<file path="config.mk">
export PLATFORM = sky130hd
export DESIGN_NAME = hbus_slave
export DESIGN_NICKNAME = d
export VERILOG_FILES = /design/src/rtl/hbus_pkg.sv /design/src/rtl/hbus_sync.sv /design/src/rtl/hbus_engine.sv /design/src/rtl/hbus_slave.sv
export SDC_FILE = /design/constraint.sdc
export NUM_CORES = 1
export LEC_CHECK = 0
export ABC_AREA = 1
export BUFFER_PORTS_ARGS = -buffer_cell sky130_fd_sc_hd__buf_2
export CAP_MARGIN = 20
export CORE_MARGIN = 1
export CORE_UTILIZATION = 59
export CTS_CLUSTER_DIAMETER = 40
export CTS_CLUSTER_SIZE = 12
export DETAILED_ROUTE_END_ITERATION = 8
export PLACE_DENSITY = 0.86
export SYNTH_ARGS = -nofsm -noshare
export SYNTH_HDL_FRONTEND = slang
export SYNTH_HIERARCHICAL = 1
export SYNTH_SLANG_ARGS = --single-unit
export TNS_END_PERCENT = 20
</file>
<file path="constraint.sdc">
create_clock -name clk -period 3.55 [get_ports clk]
set_input_delay 0.71 -clock clk [delete_from_list [all_inputs] [get_ports clk]]
set_output_delay 0.71 -clock clk [all_outputs]
set_load 0.01 [all_outputs]
</file>
<file path="src/rtl/hbus_pkg.sv">
package hbus_pkg;
    // Packet geometry and widths shared by the slave modules.
    localparam int BYTE_W    = 8;
    localparam int WORD_W    = 32;
    localparam int CMD_BYTES = 6;
    localparam int RPL_BYTES = 8;

    // Opcodes carried in command byte 0.
    localparam logic [BYTE_W-1:0] OP_WRITE = 8'h01;
    localparam logic [BYTE_W-1:0] OP_READ  = 8'h02;

    // Status codes returned in the reply status word.
    localparam logic [WORD_W-1:0] ST_OK       = 32'd0;
    localparam logic [WORD_W-1:0] ST_BAD_OP   = 32'd1;
    localparam logic [WORD_W-1:0] ST_BAD_ADDR = 32'd2;

    // Controller phases.
    typedef enum logic [2:0] {
        PH_IDLE,
        PH_RX_WAIT,
        PH_RX_ACK,
        PH_EXEC,
        PH_CAPTURE,
        PH_TX_SETUP,
        PH_TX_ACK,
        PH_TX_TAIL
    } phase_t;
endpackage

</file>
<file path="src/rtl/hbus_sync.sv">
// hbus_sync: two-flop synchroniser, one independent chain per bit.
// Assumes each input is a level that stays stable for at least two clocks.
// RST_VAL gives the value each chain holds during system reset.
module hbus_sync #(
    parameter int               WIDTH   = 4,
    parameter logic [WIDTH-1:0] RST_VAL = '0
) (
    input  logic             clk,
    input  logic             rst_n,
    input  logic [WIDTH-1:0] async_i,
    output logic [WIDTH-1:0] sync_o
);
    for (genvar b = 0; b < WIDTH; b++) begin : g_chain
        logic meta_q;
        logic stab_q;
        // Two-stage capture of one asynchronous bit.
        always_ff @(posedge clk) begin
            if (!rst_n) begin
                meta_q <= RST_VAL[b];
                stab_q <= RST_VAL[b];
            end else begin
                meta_q <= async_i[b];
                stab_q <= meta_q;
            end
        end
        assign sync_o[b] = stab_q;
    end
endmodule

</file>
<file path="src/rtl/hbus_engine.sv">
// hbus_engine: packet controller for the byte-handshake host bus.
// Assumes all host control inputs are already synchronised. It assumes
// host_din is stable while the synchronised hs1 is high in write direction.
// It collects a six-byte command, issues one register access and serialises
// an eight-byte reply.
module hbus_engine
    import hbus_pkg::*;
#(
    parameter int NUM_REGS = 16,
    parameter int ADDR_W   = $clog2(NUM_REGS)
) (
    input  logic              clk,
    input  logic              rst_n,
    input  logic              s_start,
    input  logic              s_rw,
    input  logic              s_hs1,
    input  logic              s_brst_n,
    input  logic [BYTE_W-1:0] bus_din,
    output logic [BYTE_W-1:0] bus_dout,
    output logic              bus_oe,
    output logic              hs2,
    output logic              busy,
    output logic              reg_wr,
    output logic              reg_rd,
    output logic [ADDR_W-1:0] reg_addr,
    output logic [WORD_W-1:0] reg_wdata,
    input  logic [WORD_W-1:0] reg_rdata
);
    localparam int CMD_W = CMD_BYTES * BYTE_W;
    localparam int RPL_W = RPL_BYTES * BYTE_W;
    localparam int CNT_W = $clog2(RPL_BYTES);
    localparam logic [CNT_W-1:0] CMD_LAST = CNT_W'(CMD_BYTES - 1);
    localparam logic [CNT_W-1:0] RPL_LAST = CNT_W'(RPL_BYTES - 1);

    phase_t             phase;
    logic               start_d;
    logic [CNT_W-1:0]   byte_cnt;
    logic [CMD_W-1:0]   cmd_sr;
    logic [RPL_W-1:0]   rpl_sr;
    logic [BYTE_W-1:0]  opcode;
    logic [BYTE_W-1:0]  addr_byte;
    logic [WORD_W-1:0]  status_c;
    logic               start_fall;
    logic               access_ok;

    assign start_fall = start_d && !s_start;
    assign opcode     = cmd_sr[BYTE_W-1:0];
    assign addr_byte  = cmd_sr[BYTE_W +: BYTE_W];
    assign reg_addr   = cmd_sr[BYTE_W +: ADDR_W];
    assign reg_wdata  = cmd_sr[2*BYTE_W +: WORD_W];
    assign bus_dout   = rpl_sr[BYTE_W-1:0];

    // Decode the received command into a status code.
    always_comb begin
        if (opcode != OP_WRITE && opcode != OP_READ) begin
            status_c = ST_BAD_OP;
        end else if (int'(addr_byte) >= NUM_REGS) begin
            status_c = ST_BAD_ADDR;
        end else begin
            status_c = ST_OK;
        end
    end
    assign access_ok = (status_c == ST_OK);

    // Register-port strobes, one cycle in the execute phase.
    assign reg_wr = (phase == PH_EXEC) && access_ok && (opcode == OP_WRITE);
    assign reg_rd = (phase == PH_EXEC) && access_ok && (opcode == OP_READ);

    // Drive the data bus only during the reply with read selected.
    assign bus_oe = s_rw && (phase == PH_TX_SETUP || phase == PH_TX_ACK ||
                             phase == PH_TX_TAIL);

    // Main sequencer: start detection, byte handshakes, access and reply.
    always_ff @(posedge clk) begin
        if (!rst_n) begin
            phase    <= PH_IDLE;
            start_d  <= 1'b0;
            hs2      <= 1'b0;
            busy     <= 1'b0;
            byte_cnt <= '0;
            cmd_sr   <= '0;
            rpl_sr   <= '0;
        end else begin
            start_d <= s_start;
            if (!s_brst_n) begin
                phase    <= PH_IDLE;
                hs2      <= 1'b0;
                busy     <= 1'b0;
                byte_cnt <= '0;
            end else begin
                case (phase)
                    PH_IDLE: begin
                        if (start_fall) begin
                            phase    <= PH_RX_WAIT;
                            busy     <= 1'b1;
                            byte_cnt <= '0;
                        end
                    end
                    PH_RX_WAIT: begin
                        if (s_hs1 && !s_rw) begin
                            cmd_sr <= {bus_din, cmd_sr[CMD_W-1:BYTE_W]};
                            hs2    <= 1'b1;
                            phase  <= PH_RX_ACK;
                        end
                    end
                    PH_RX_ACK: begin
                        if (!s_hs1) begin
                            hs2 <= 1'b0;
                            if (byte_cnt == CMD_LAST) begin
                                byte_cnt <= '0;
                                phase    <= PH_EXEC;
                            end else begin
                                byte_cnt <= byte_cnt + 1'b1;
                                phase    <= PH_RX_WAIT;
                            end
                        end
                    end
                    PH_EXEC: begin
                        phase <= PH_CAPTURE;
                    end
                    PH_CAPTURE: begin
                        rpl_sr <= {status_c,
                                   (access_ok && opcode == OP_READ) ? reg_rdata : '0};
                        phase  <= PH_TX_SETUP;
                    end
                    PH_TX_SETUP: begin
                        if (s_rw && !s_hs1) begin
                            hs2   <= 1'b1;
                            phase <= PH_TX_ACK;
                        end
                    end
                    PH_TX_ACK: begin
                        if (s_hs1) begin
                            hs2    <= 1'b0;
                            rpl_sr <= {{BYTE_W{1'b0}}, rpl_sr[RPL_W-1:BYTE_W]};
                            if (byte_cnt == RPL_LAST) begin
                                phase <= PH_TX_TAIL;
                            end else begin
                                byte_cnt <= byte_cnt + 1'b1;
                                phase    <= PH_TX_SETUP;
                            end
                        end
                    end
                    PH_TX_TAIL: begin
                        if (!s_hs1) begin
                            busy  <= 1'b0;
                            phase <= PH_IDLE;
                        end
                    end
                    default: phase <= PH_IDLE;
                endcase
            end
        end
    end


    host_reset_clears_chk: assert property (@(posedge clk) disable iff (!rst_n)
        !s_brst_n |=> (!hs2 && !busy));

    hs2_rise_in_txn_chk: assert property (@(posedge clk) disable iff (!rst_n)
        $rose(hs2) |-> busy);

    busy_drop_idle_hs_chk: assert property (@(posedge clk) disable iff (!rst_n)
        $fell(busy) |-> !hs2);

    oe_needs_busy_chk: assert property (@(posedge clk) disable iff (!rst_n)
        bus_oe |-> busy);

    strobe_exclusive_chk: assert property (@(posedge clk) disable iff (!rst_n)
        !(reg_wr && reg_rd));

    wr_single_cycle_chk: assert property (@(posedge clk) disable iff (!rst_n)
        reg_wr |=> !reg_wr);

    rd_single_cycle_chk: assert property (@(posedge clk) disable iff (!rst_n)
        reg_rd |=> !reg_rd);
endmodule

</file>
<file path="src/rtl/hbus_slave.sv">
// hbus_slave: top of the byte-handshake host bus slave.
// Assumes the host holds each control level for at least two clocks.
// Synchronises the host control lines and hands them to the packet engine.
module hbus_slave
    import hbus_pkg::*;
#(
    parameter int NUM_REGS = 16,
    parameter int ADDR_W   = $clog2(NUM_REGS)
) (
    input  logic              clk,
    input  logic              rst_n,
    input  logic              host_rst_n,
    input  logic              host_start,
    input  logic              host_rw,
    input  logic              host_hs1,
    input  logic [7:0]        host_din,
    output logic [7:0]        host_dout,
    output logic              host_oe,
    output logic              host_hs2,
    output logic              host_busy,
    output logic              reg_wr,
    output logic              reg_rd,
    output logic [ADDR_W-1:0] reg_addr,
    output logic [31:0]       reg_wdata,
    input  logic [31:0]       reg_rdata
);
    localparam int NSYNC = 4;
    logic [NSYNC-1:0] ctl_sync;

    // Bit 3 (host reset) idles high so a system reset alone keeps the engine usable.
    hbus_sync #(.WIDTH(NSYNC), .RST_VAL(4'b1000)) u_sync (
        .clk     (clk),
        .rst_n   (rst_n),
        .async_i ({host_rst_n, host_hs1, host_rw, host_start}),
        .sync_o  (ctl_sync)
    );

    hbus_engine #(.NUM_REGS(NUM_REGS), .ADDR_W(ADDR_W)) u_engine (
        .clk       (clk),
        .rst_n     (rst_n),
        .s_start   (ctl_sync[0]),
        .s_rw      (ctl_sync[1]),
        .s_hs1     (ctl_sync[2]),
        .s_brst_n  (ctl_sync[3]),
        .bus_din   (host_din),
        .bus_dout  (host_dout),
        .bus_oe    (host_oe),
        .hs2       (host_hs2),
        .busy      (host_busy),
        .reg_wr    (reg_wr),
        .reg_rd    (reg_rd),
        .reg_addr  (reg_addr),
        .reg_wdata (reg_wdata),
        .reg_rdata (reg_rdata)
    );
endmodule

</file>
Word level (Yosys, flattened, before mapping)
Cells that the tools add are included.

Memories: 0. Input bits: 46. Memory bits (writable): 0. Bits in latches: 0. Bits in registers: 129. Output and inout port bits: 49. Word-level logic and storage cells: 91. Memory bits (read-only): 0.

Mux-type cells: 27. Add/sub/neg operators: 1. Reduce and logical (&&, ||, !) cells: 27. Equal/unequal tests: 20. Bitwise logic cells: 0. $lt $le $gt $ge: 1. Shift operators: 0. $mul: 0. Div/mod/pow operators: 0.

Operator list (count): $pmux W64 S2 (1); $mux W32 (2); $mux W64 (1); $mux W3 (11); $logic_not A32 Y1 (1); $pmux W3 S8 (1); $eq A3 B3 Y1 const B (6); $ne A2 B2 Y1 const B (5); $reduce_and A5 Y1 (2); $logic_and A1 B1 Y1 (9); $pmux W3 S3 (1); $reduce_and A3 Y1 (3); $eq A8 B1 Y1 const B (1); $eq A8 B2 Y1 const B (1); $ge A8 B5 Y1 const B (1); $ne A8 B1 Y1 const B (1); $ne A8 B2 Y1 const B (1); $eq A3 B2 Y1 const B (2); $mux W2 (3); $reduce_and A6 Y1 (1); $mux W1 (5); $ne A2 B1 Y1 const B (2); $pmux W1 S4 (1); $reduce_bool A2 Y1 (2); other kinds (9) (12).

Longest topological paths before layout
Gate-level depths: netlist of the first run.

Depth after elaboration: 7. Mapped depth: 10. Gate-level depth less buffers: 9.

Cells and area by module
Netlist of the first run, hierarchy kept.

By module, submodules not included: hbus_engine (cells an instance 605, instances 1, area each 4386.7 um^2); hbus_sync (cells an instance 29, instances 1, area each 255.2 um^2).

Worst setup path before layout of the first run
No wires, ideal clock.

Kind: register to output. Start point: reg u_engine.phase[2]. End point: out reg_rd. Cell stages (with the launch flop): 5. Required time: 2840 ps. Path slack: 1896 ps. Buffers on the path: 1. Arrival: 944 ps. Cells stage by stage: dfxtp_1 -> buf_4 -> inv_4 -> nand3_1 -> nor3_1.

Word-level cells in the longest chain between the ends: 3.

Ends and longest elaborated chain: from (decl) (RTL line hbus_engine.sv:35) `phase_t phase;`; from (signal assigned) (RTL line hbus_engine.sv:76) `phase <= PH_IDLE;`; from (signal assigned) (RTL line hbus_engine.sv:86) `phase <= PH_IDLE;`; from (signal assigned) (RTL line hbus_engine.sv:94) `phase <= PH_RX_WAIT;`; $eq A3 B2 Y1 (RTL line hbus_engine.sv:67) `assign reg_rd = (phase == PH_EXEC) && access_ok && (opcode == OP_READ);`; $logic_and A1 B1 Y1 (2 in a row) (RTL line hbus_engine.sv:67); to (decl) (RTL line hbus_slave.sv:22) `output logic reg_rd,`.

Every way passes these cells.

Worst setup path after layout of the first run
Start point: reg u_engine.phase[0]. End point: out reg_wr.

Word-level cells in the longest chain between the ends: 3.

Ends and longest elaborated chain: $eq A3 B2 Y1 (RTL line hbus_engine.sv:66) `assign reg_wr = (phase == PH_EXEC) && access_ok && (opcode == OP_WRITE);`; $logic_and A1 B1 Y1 (2 in a row) (RTL line hbus_engine.sv:66); to (decl) (RTL line hbus_slave.sv:21) `output logic reg_wr,`.

Every way passes these cells.

==> results of run 1 <==
synthesized netlist by cell type (all sizes together):
cell type	number	area share (%)
nor2	103	9.1
nand3	13	1.7
nor3	6	0.75
o21ai	52	5.6
dfxtp	99	43
a21oi	75	8.5
nand2	104	8.9
ha	3	0.81
clkbuf	7	0.57
inv	62	5.1
nand4	32	4.3
buf	78	12
metrics by stage:
| stage | instance area [µm²] | power (W) | hold slack [ns] | cells |
|---|---|---|---|---|
| 4_1_cts | 4878 | 0.001959 | 0.4254 | 760 |
| 3_5_place_dp | 4668 | 0.001233 | 0.4002 | 744 |
| 2_1_floorplan | 4642 | 0.001201 | 0.3795 | 634 |
| 6_report | 4878 | 0.001951 | 0.4237 | 760 |
| 5_1_grt | 4878 | 0.002019 | 0.4461 | 760 |
| 3_3_place_gp | 4668 | 0.001230 | 0.3921 | 744 |
routing by layer:
| layer | vias up | routed length [µm] | global-route usage, % |
|---|---|---|---|
| li1 | 2032 | - | - |
| met1 | 1825 | 4296 | 31.60 |
| met2 | 155 | 4560 | 37.82 |
| met3 | 13 | 638 | 5.051 |
| met4 | 0 | 93 | 6.855 |
| met5 | - | 0 | 0 |
cell type report:
| class | instances | area, µm² | share of cell area, % |
|---|---|---|---|
| multi-input cells | 388 | 1839 | 37.70 |
| clock buffers | 9 | 123.9 | 2.539 |
| repair buffers | 96 | 485.5 | 9.951 |
| inverters | 62 | 237.7 | 4.873 |
| clock inverters | 7 | 86.33 | 1.770 |
| flip-flops and latches | 99 | 1982 | 40.63 |
| well taps | 99 | 123.9 | 2.539 |
flip-flops by register name (all words and copies together), names as in the netlist:
name,cells
u_engine/cmd_sr,48
u_engine/rpl_sr,34
u_engine/busy,1
u_sync/g_chain.stab_q,4
u_sync/g_chain.meta_q,4
u_engine/start_d,1
u_engine/phase,3
u_engine/hs2,1
u_engine/byte_cnt,3
cells by family (layout without fill, tap and decap cells):
group | Yosys count | in the layout | share of synthesized area (%)
and+or+nand+nor | 258 | 258 | 24.72
buffers and inverters | 147 | 174 | 17.68
AOI/OAI and AO/OA | 127 | 127 | 14.10
DFF | 99 | 99 | 42.70
adders and majority gates | 3 | 3 | 0.8087
worst max-delay path, cell delays in order (launching register included):
cell     delay [ns]
dfxtp_1        0.60
nand3_1        0.15
nor3_1         0.30
buf_2          0.19
final timing paths:
kind / slack (ns) / startpoint / endpoint / cells past startpoint
max: 1.23 / u_engine/phase[0] / reg_wr / 3
min: 0.42 / u_sync/g_chain[0].meta_q / u_sync/g_chain[0].stab_q / 2
max reg2reg: 1.46 / u_engine/phase[0] / u_engine/cmd_sr[8] / 7
min reg2reg: 0.42 / u_sync/g_chain[0].meta_q / u_sync/g_chain[0].stab_q / 2
power by group through the flow:
stage | clock, W | sequential (W) | combinational, W
after floorplan | 0 | 0.00115 | 0.0000512
after global placement | 0 | 0.00115 | 0.0000771
after detailed placement | 0 | 0.00115 | 0.0000797
after CTS | 0.000751 | 0.00113 | 0.0000801
after global routing | 0.000799 | 0.00113 | 0.0000908
final | 0.000742 | 0.00113 | 0.0000810
==> out/qor.csv, run 1 <==
metric,value,unit
outcome,"finished, final reports clean",
min-delay worst type,register to register,
Final WS setup,1.226,ns
Root Driver,clkbuf_8,
clock buffer depth,2,
most frequent cells in the layout,"100 x nor2_1, 99 x nand2_1, 99 x dfxtp_1, 94 x buf_2, 70 x a21oi_1",
Sw Ratio,26.12,%
fin nets,705,
"most common cell after layout, fill and taps aside",nor2_1,
clk_lat worst skew,0.37,ns
min Tclk post-route,2.324,ns
first-pass GRT wire length,15.71,mm
initial antenna violation count,0,
post-layout util,65.51,%
Via Count,4025,
P_leak,2.521,nW
gr ovfl total,0,
Layout Skew,0.01277,ns
Initial Utilization,62.33,%
Clock power frac,38.0,%
arrival time worst endpoint,1.61,ns
CP max FO,11,
"Seq/Total Area, Yosys",42.70,%
H-tree levels,3,
WL per Instance,12.62,µm
# fillers,655,
Worst VDD drop,0.0003099,V
Setup CP Type,register to primary output,
Num CTS Buffers,9,
layout cells sized above 1,20.27,%
DR DRC count,0,
Die Ht,90.70,µm
endpoint class of the critical path,primary output,
DRT Wirelength,9.589,mm
Net Sw Power,0.0005096,W
pre-CTS setup slack,1.493,ns
RSZ-0062 raised after global routing,no,
share of power burned in registers,57.8,%
CTS Sinks,99,
cts repair resizes,0,
RePlAce Congestion,0.7850,
CTS tree,done,
Total Routing Usage GR,23.50,%
dpl hpwl,6.232,mm
setup TNS,0,ns
Synth Warn #,6,
relative slew slack,32.83,%
Post-CTS Setup Bufs,0,
core footprint,7447,µm²
# diodes,0,
Layout area overhead,5.094,%
First-pass DRT Iterations,5,
highest clock rate,0.4303,GHz
"flops & latches, synth",99,
Vias/cell,5.296,
Max Cap Viol,0,
Die Span X,90.70,µm
DRT iter0 DRCs,303,
post-synth cell types,25,
mapped cell area,4642,µm²
vias in the first global route,3513,
syn avg cell area,7.322,µm²
hold buffers post-CTS,0,
post-route ant nets,0,
internal power,0.001441,W
die area,8226,µm²
largest net degree at the start of global routing,62,
Post-Syn Nets,683,
Hold Fails Final Rpt,0,
pwr dens,399.9,nW/µm²
"Reg clk slew, reported paths",0.10,ns
period utilization,65.46,%
Ports,95,
Slew Limit Fails,0,
Syn Inst Count,634,
Row Count,31,
Crit path required time,2.84,ns
worst-margin pin slew,1.006,ns
setup violators final,0,
Comb pwr share,4.2,%
crit start category,register,
PortBufs,94,
Note: power is estimated with default switching activity, not from simulation.
==> run 2, diff against run 1 <==
--- a/config.mk
+++ b/config.mk
@@ -5,15 +5,15 @@
 export SDC_FILE = /design/constraint.sdc
 export NUM_CORES = 1
 export LEC_CHECK = 0
-export ABC_AREA = 1
+export ABC_AREA = 0
 export BUFFER_PORTS_ARGS = -buffer_cell sky130_fd_sc_hd__buf_2
 export CAP_MARGIN = 20
 export CORE_MARGIN = 1
-export CORE_UTILIZATION = 59
+export CORE_UTILIZATION = 54
 export CTS_CLUSTER_DIAMETER = 40
 export CTS_CLUSTER_SIZE = 12
 export DETAILED_ROUTE_END_ITERATION = 8
-export PLACE_DENSITY = 0.86
+export PLACE_DENSITY = 0.8
 export SYNTH_ARGS = -nofsm -noshare
 export SYNTH_HDL_FRONTEND = slang
 export SYNTH_HIERARCHICAL = 1
==> constraint.sdc (replaced) <==
create_clock -name clk -period 2.4 [get_ports clk]
set_input_delay 0.48 -clock clk [delete_from_list [all_inputs] [get_ports clk]]
set_output_delay 0.48 -clock clk [all_outputs]
set_load 0.01 [all_outputs]
==> out/qor.csv, run 2 <==
metric,value,unit
"Reg clk slew, reported paths",0.09,ns
die area,8452,µm²
Post-Syn Nets,551,
critical-path cell list,"nand2_1, nor4b_1, and3_1, buf_2",
most frequent cells in the layout,"105 x nand2_1, 99 x dfxtp_1, 94 x buf_2, 48 x a21boi_0, 30 x nor2_1",
mapped cell area,4368,µm²
H-tree levels,3,
worst hold path endpoint,u_sync/g_chain[3].meta_q,
Vias/cell,5.330,
Layout area overhead,8.536,%
Initial Utilization,56.23,%
pwr dens,615.6,nW/µm²
worst path bufs/invs,1,
Worst VDD drop,0.0003677,V
Largest register FFs,48,
Slew Limit Fails,0,
r2r startpoint,u_engine/phase[0],
Metal-1 WL,3.927,mm
post-synth cell types,48,
layout cells sized above 1,23.46,%
total power,0.002919,W
Synth Warn #,6,
Max Cap Viol,0,
R2R cell count,4,
largest net degree at the start of global routing,58,
First-pass DRT Iterations,4,
core footprint,7767,µm²
"most common cell after layout, fill and taps aside",nand2_1,
number of synthesized flops with an enable pin,0,
min-delay worst type,primary input to register,
Root Driver,clkbuf_8,
Post-CTS Setup Bufs,0,
Total Routing Usage GR,21.00,%
"Seq/Total Area, Yosys",45.37,%
worst-margin pin slew,0.9309,ns
# diodes,0,
flop2flop setup slack,0.24,ns
endpoint class of the critical path,primary output,
setup violators final,0,
CP max FO,16,
gr ovfl total,0,
initial antenna violation count,0,
Num CTS Buffers,9,
P_leak,1.962,nW
outcome,"finished, final reports clean",
DR DRC count,0,
CTS tree,done,
Post-synth top cells,"105 x nand2_1, 99 x dfxtp_1, 53 x buf_4",
Die Span X,91.94,µm
Via Count,3406,
highest clock rate,0.4478,GHz
placed instance area,4504,µm²
Hold Fails Final Rpt,0,
arrival time worst endpoint,1.75,ns
DRT Wirelength,8.676,mm
WL per Instance,13.58,µm
Row Count,32,
vias in the first global route,3084,
Setup CP Type,register to primary output,
"Async S/R FF share, synth",0,%
fin nets,581,
clk_lat worst skew,0.36,ns
most common cell in the netlist,nand2_1,
# fillers,703,
Crit path required time,1.92,ns
CP peak stage delay,0.62,ns
period utilization,93.05,%
Syn Inst Count,502,
highest metal used,met4,
Worst path slowest cell,dfxtp_1,
setup TNS,0,ns
post-route cell area,4741,µm²
worst reg2reg endpoint,u_engine/rpl_sr[16],
hold depth,2,
Layout Skew,0.01030,ns
Ports,95,
"CP delay by family, top",simple AND/OR/NAND/NOR gates,
clock buffer depth,2,
crit start category,register,
cell taking the most area after synthesis,dfxtp_1,
dpl hpwl,5.826,mm
post-route ant nets,0,
Routed met2 length,4.136,mm
"flops & latches, synth",99,
first-pass GRT wire length,14.36,mm
largest registers,"u_engine/cmd_sr: 48 flops, u_engine/rpl_sr: 34 flops",
syn avg cell area,8.701,µm²
DRT iter0 DRCs,180,
Top reg by flops,u_engine/cmd_sr,
Area contributors post-synth,"dfxtp_1 45%, buf_4 9.1%, nand2_1 9.0%",
PortBufs,94,
min Tclk post-route,2.233,ns
RePlAce Congestion,0.7943,
top cell type's share of synthesized area,45.37,%
relative slew slack,37.89,%
Die Ht,91.94,µm
Hold Crit Start,host_rst_n,
RSZ-0062 raised after global routing,no,
Synth Flop Type,dfxtp_1,
CTS Sinks,99,
Met3 Wirelength,555,µm
[run 2: worst max path at each step]
| stage | startpoint | to | slack [ns] | cells past startpoint |
|---|---|---|---|---|
| after global placement | u_engine/phase[0] | u_engine/rpl_sr[10] | 0.39 | 4 |
| after CTS | u_engine/cmd_sr[2] | reg_rd | 0.03 | 5 |
| after floorplan | u_engine/phase[0] | reg_wr | 0.73 | 4 |
| after global routing | u_engine/phase[0] | reg_wr | 0.06 | 4 |
| final | u_engine/phase[0] | reg_wr | 0.17 | 4 |
| after detailed placement | u_engine/phase[0] | u_engine/rpl_sr[23] | 0.31 | 4 |
[run 2: repair_timing]
item                                    4_1_cts  5_1_grt
endpoints found under the setup margin        0        1
gates resized for setup                       0        2
hold buffers                                  0        0
[run 2: cell families after synthesis]
| logic type | share of synthesized area [%] |
|---|---|
| simple gates | 19.71 |
| compound gates | 21.00 |
| flops | 45.37 |
| buf+inv | 12.66 |
| fa+ha+maj | 0.8594 |
| xor+xnor | 0.4011 |
[run 2: final cells by class]
| class | instances | area, µm² | area share [%] |
|---|---|---|---|
| Clock buffer | 9 | 123.9 | 2.613 |
| Clock inverter | 7 | 98.84 | 2.085 |
| Inverter | 3 | 11.26 | 0.2375 |
| Multi-Input combinational cell | 316 | 1847 | 38.95 |
| Sequential cell | 99 | 1982 | 41.81 |
| Tap cell | 102 | 127.6 | 2.692 |
| Timing Repair Buffer | 103 | 550.5 | 11.61 |
[run 2: routing by layer]
layer / GRT usage [%] / vias to the layer above
met2: 33.08 / 109
met5: 0 / -
li1: - / 1734
met4: 5.990 / 0
met1: 28.52 / 1557
met3: 5.224 / 6
[run 2: worst reg2reg max path, stage by stage, from the launching register on]
cell and delay, ns:
dfxtp_1 0.62, and3b_1 0.24, and4b_1 0.87, a221oi_1 0.21, nor2_1 0.16
[run 2: metrics by stage]
stage / utilization [%] / std cells / hold WS [ns] / setup WS (ns)
6_report: 61.03 / 639 / 0.2966 / 0.1668
5_1_grt: 61.03 / 639 / 0.2846 / 0.05549
4_1_cts: 60.86 / 639 / 0.2832 / 0.02745
3_5_place_dp: 57.99 / 623 / 0.4008 / 0.3090
3_3_place_gp: 57.99 / 623 / 0.3950 / 0.3938
2_1_floorplan: - / 502 / 0.3863 / 0.7251
[run 2: report_power, final]
| group | internal [W] | total, W | switching (W) |
|---|---|---|---|
| Clock | 0.000594 | 0.00117 | 0.000576 |
| Sequential | 0.00165 | 0.00166 | 0.00000764 |
| Combinational | 0.0000491 | 0.0000910 | 0.0000420 |
==> run 3, diff against run 2 <==
--- a/config.mk
+++ b/config.mk
@@ -14,6 +14,7 @@
 export CTS_CLUSTER_SIZE = 12
 export DETAILED_ROUTE_END_ITERATION = 8
 export PLACE_DENSITY = 0.8
+export RECOVER_POWER = 25
 export SYNTH_ARGS = -nofsm -noshare
 export SYNTH_HDL_FRONTEND = slang
 export SYNTH_HIERARCHICAL = 1
==> out/qor.csv, run 3 (synthesized netlist as in run 2, its figures left out) <==
metric,value,unit
internal power,0.002293,W
initial antenna violation count,0,
cts repair resizes,0,
Num CTS Buffers,9,
highest clock rate,0.4427,GHz
Die Ht,91.94,µm
Top reg by flops,u_engine/cmd_sr,
Max Cap Viol,0,
Row Count,32,
arrival time worst endpoint,1.78,ns
H-tree levels,3,
vias in the first global route,3084,
Initial Utilization,56.23,%
P_leak,1.839,nW
RePlAce Congestion,0.7943,
Clock power frac,40.1,%
Layout area overhead,7.677,%
largest net degree at the start of global routing,58,
setup TNS,0,ns
largest registers,"u_engine/cmd_sr: 48 flops, u_engine/rpl_sr: 34 flops",
worst-margin pin slew,1.111,ns
Met3 Wirelength,439,µm
CTS Sinks,99,
Non-Filler Instances,639,
setup violators final,0,
Crit path required time,1.92,ns
Via Count,3408,
Ports,95,
DR DRC count,0,
clk_lat worst skew,0.36,ns
Layout Skew,0.007935,ns
placed instance area,4504,µm²
Worst Setup SP,u_engine/cmd_sr[2],
"most common cell after layout, fill and taps aside",nand2_1,
relative slew slack,25.93,%
DRT iter0 DRCs,228,
CP max FO,4,
Total Routing Usage GR,21.00,%
core footprint,7767,µm²
highest metal used,met4,
Die Span X,91.94,µm
share of power burned in registers,56.8,%
hold buffers post-CTS,0,
Placed Cells,623,
hold_ws,0.2968,ns
Routed met2 length,4.175,mm
# diodes,0,
Metal-1 WL,4.016,mm
worst reg2reg endpoint,u_engine/rpl_sr[23],
first-pass GRT wire length,14.36,mm
Comb pwr share,3.1,%
Largest register FFs,48,
min Tclk post-route,2.259,ns
die area,8452,µm²
layout cells sized above 1,18.25,%
period utilization,94.13,%
outcome,"finished, final reports clean",
RSZ-0062 raised after global routing,no,
crit start category,register,
First-pass DRT Iterations,4,
post-route cell area,4703,µm²
CTS tree,done,
Setup CP Type,register to primary output,
clock buffer depth,2,
DRT Wirelength,8.710,mm
Root Driver,clkbuf_8,
r2r startpoint,u_engine/phase[0],
Worst VDD drop,0.0003674,V
most frequent cells in the layout,"105 x nand2_1, 99 x dfxtp_1, 66 x buf_2, 48 x a21boi_0, 30 x nor2_1",
dpl hpwl,5.826,mm
worst setup path end,reg_rd,
Sw Ratio,21.41,%
pwr dens,620.2,nW/µm²
WL per Instance,13.63,µm
min-delay worst type,primary input to register,
Post-CTS Setup Bufs,0,
PortBufs,94,
fin nets,581,
R2R cell count,4,
Hold Fails Final Rpt,0,
Net Sw Power,0.0006244,W
post-route ant nets,0,
Vias/cell,5.333,
flop2flop setup slack,0.25,ns
Slew Limit Fails,0,
"Reg clk slew, reported paths",0.09,ns
gr ovfl total,0,
endpoint class of the critical path,primary output,
run 3: worst min-delay path by stage:
| stage | startpoint | to | slack (ns) | depth (start not counted) |
|---|---|---|---|---|
| 3_3_place_gp | u_sync/g_chain[3].meta_q | u_sync/g_chain[3].stab_q | 0.40 | 1 |
| 2_1_floorplan | u_sync/g_chain[3].meta_q | u_sync/g_chain[3].stab_q | 0.39 | 1 |
| 5_1_grt | host_rst_n | u_sync/g_chain[3].meta_q | 0.28 | 2 |
| 3_5_place_dp | u_sync/g_chain[3].meta_q | u_sync/g_chain[3].stab_q | 0.40 | 1 |
| 4_1_cts | host_rst_n | u_sync/g_chain[3].meta_q | 0.28 | 2 |
| 6_report | host_rst_n | u_sync/g_chain[3].meta_q | 0.30 | 2 |
run 3: power by group through the flow:
stage | Sequential, W | Combinational [W] | Clock [W]
after floorplan | 0.00169 | 0.0000523 | 0
after global placement | 0.00170 | 0.0000907 | 0
after detailed placement | 0.00170 | 0.0000913 | 0
after CTS | 0.00166 | 0.0000917 | 0.00119
after global routing | 0.00166 | 0.0000995 | 0.00126
final | 0.00166 | 0.0000910 | 0.00117
run 3: final cells by class:
| class | count | area [µm²] |
|---|---|---|
| Fill cell | 717 | 3064 |
| Sequential cell | 99 | 1982 |
| Multi-Input combinational cell | 316 | 1847 |
| Timing Repair Buffer | 103 | 513.0 |
| Tap cell | 102 | 127.6 |
| Clock buffer | 9 | 123.9 |
| Clock inverter | 7 | 98.84 |
| Inverter | 3 | 11.26 |
run 3: worst max-delay path, cell delays in order, from the launching register on:
cell,delay [ns]
dfxtp_1,0.35
nor4_4,0.38
and2_1,0.21
nand3_1,0.10
nor3_2,0.21
buf_2,0.17
run 3: per-stage QoR:
stage / setup WS [ns] / power, W / utilization, %
floorplan: 0.7251 / 0.001743 / -
global placement: 0.3938 / 0.001786 / 57.99
detailed placement: 0.3090 / 0.001787 / 57.99
CTS: 0.02745 / 0.002935 / 60.86
global route: 0.05549 / 0.003020 / 60.55
finish: 0.1409 / 0.002917 / 60.55
run 3: metal layers:
metal / GRT usage (%) / vias to the layer above
li1: - / 1736
met1: 28.52 / 1569
met2: 33.08 / 96
met3: 5.224 / 7
met4: 5.990 / 0
met5: 0 / -
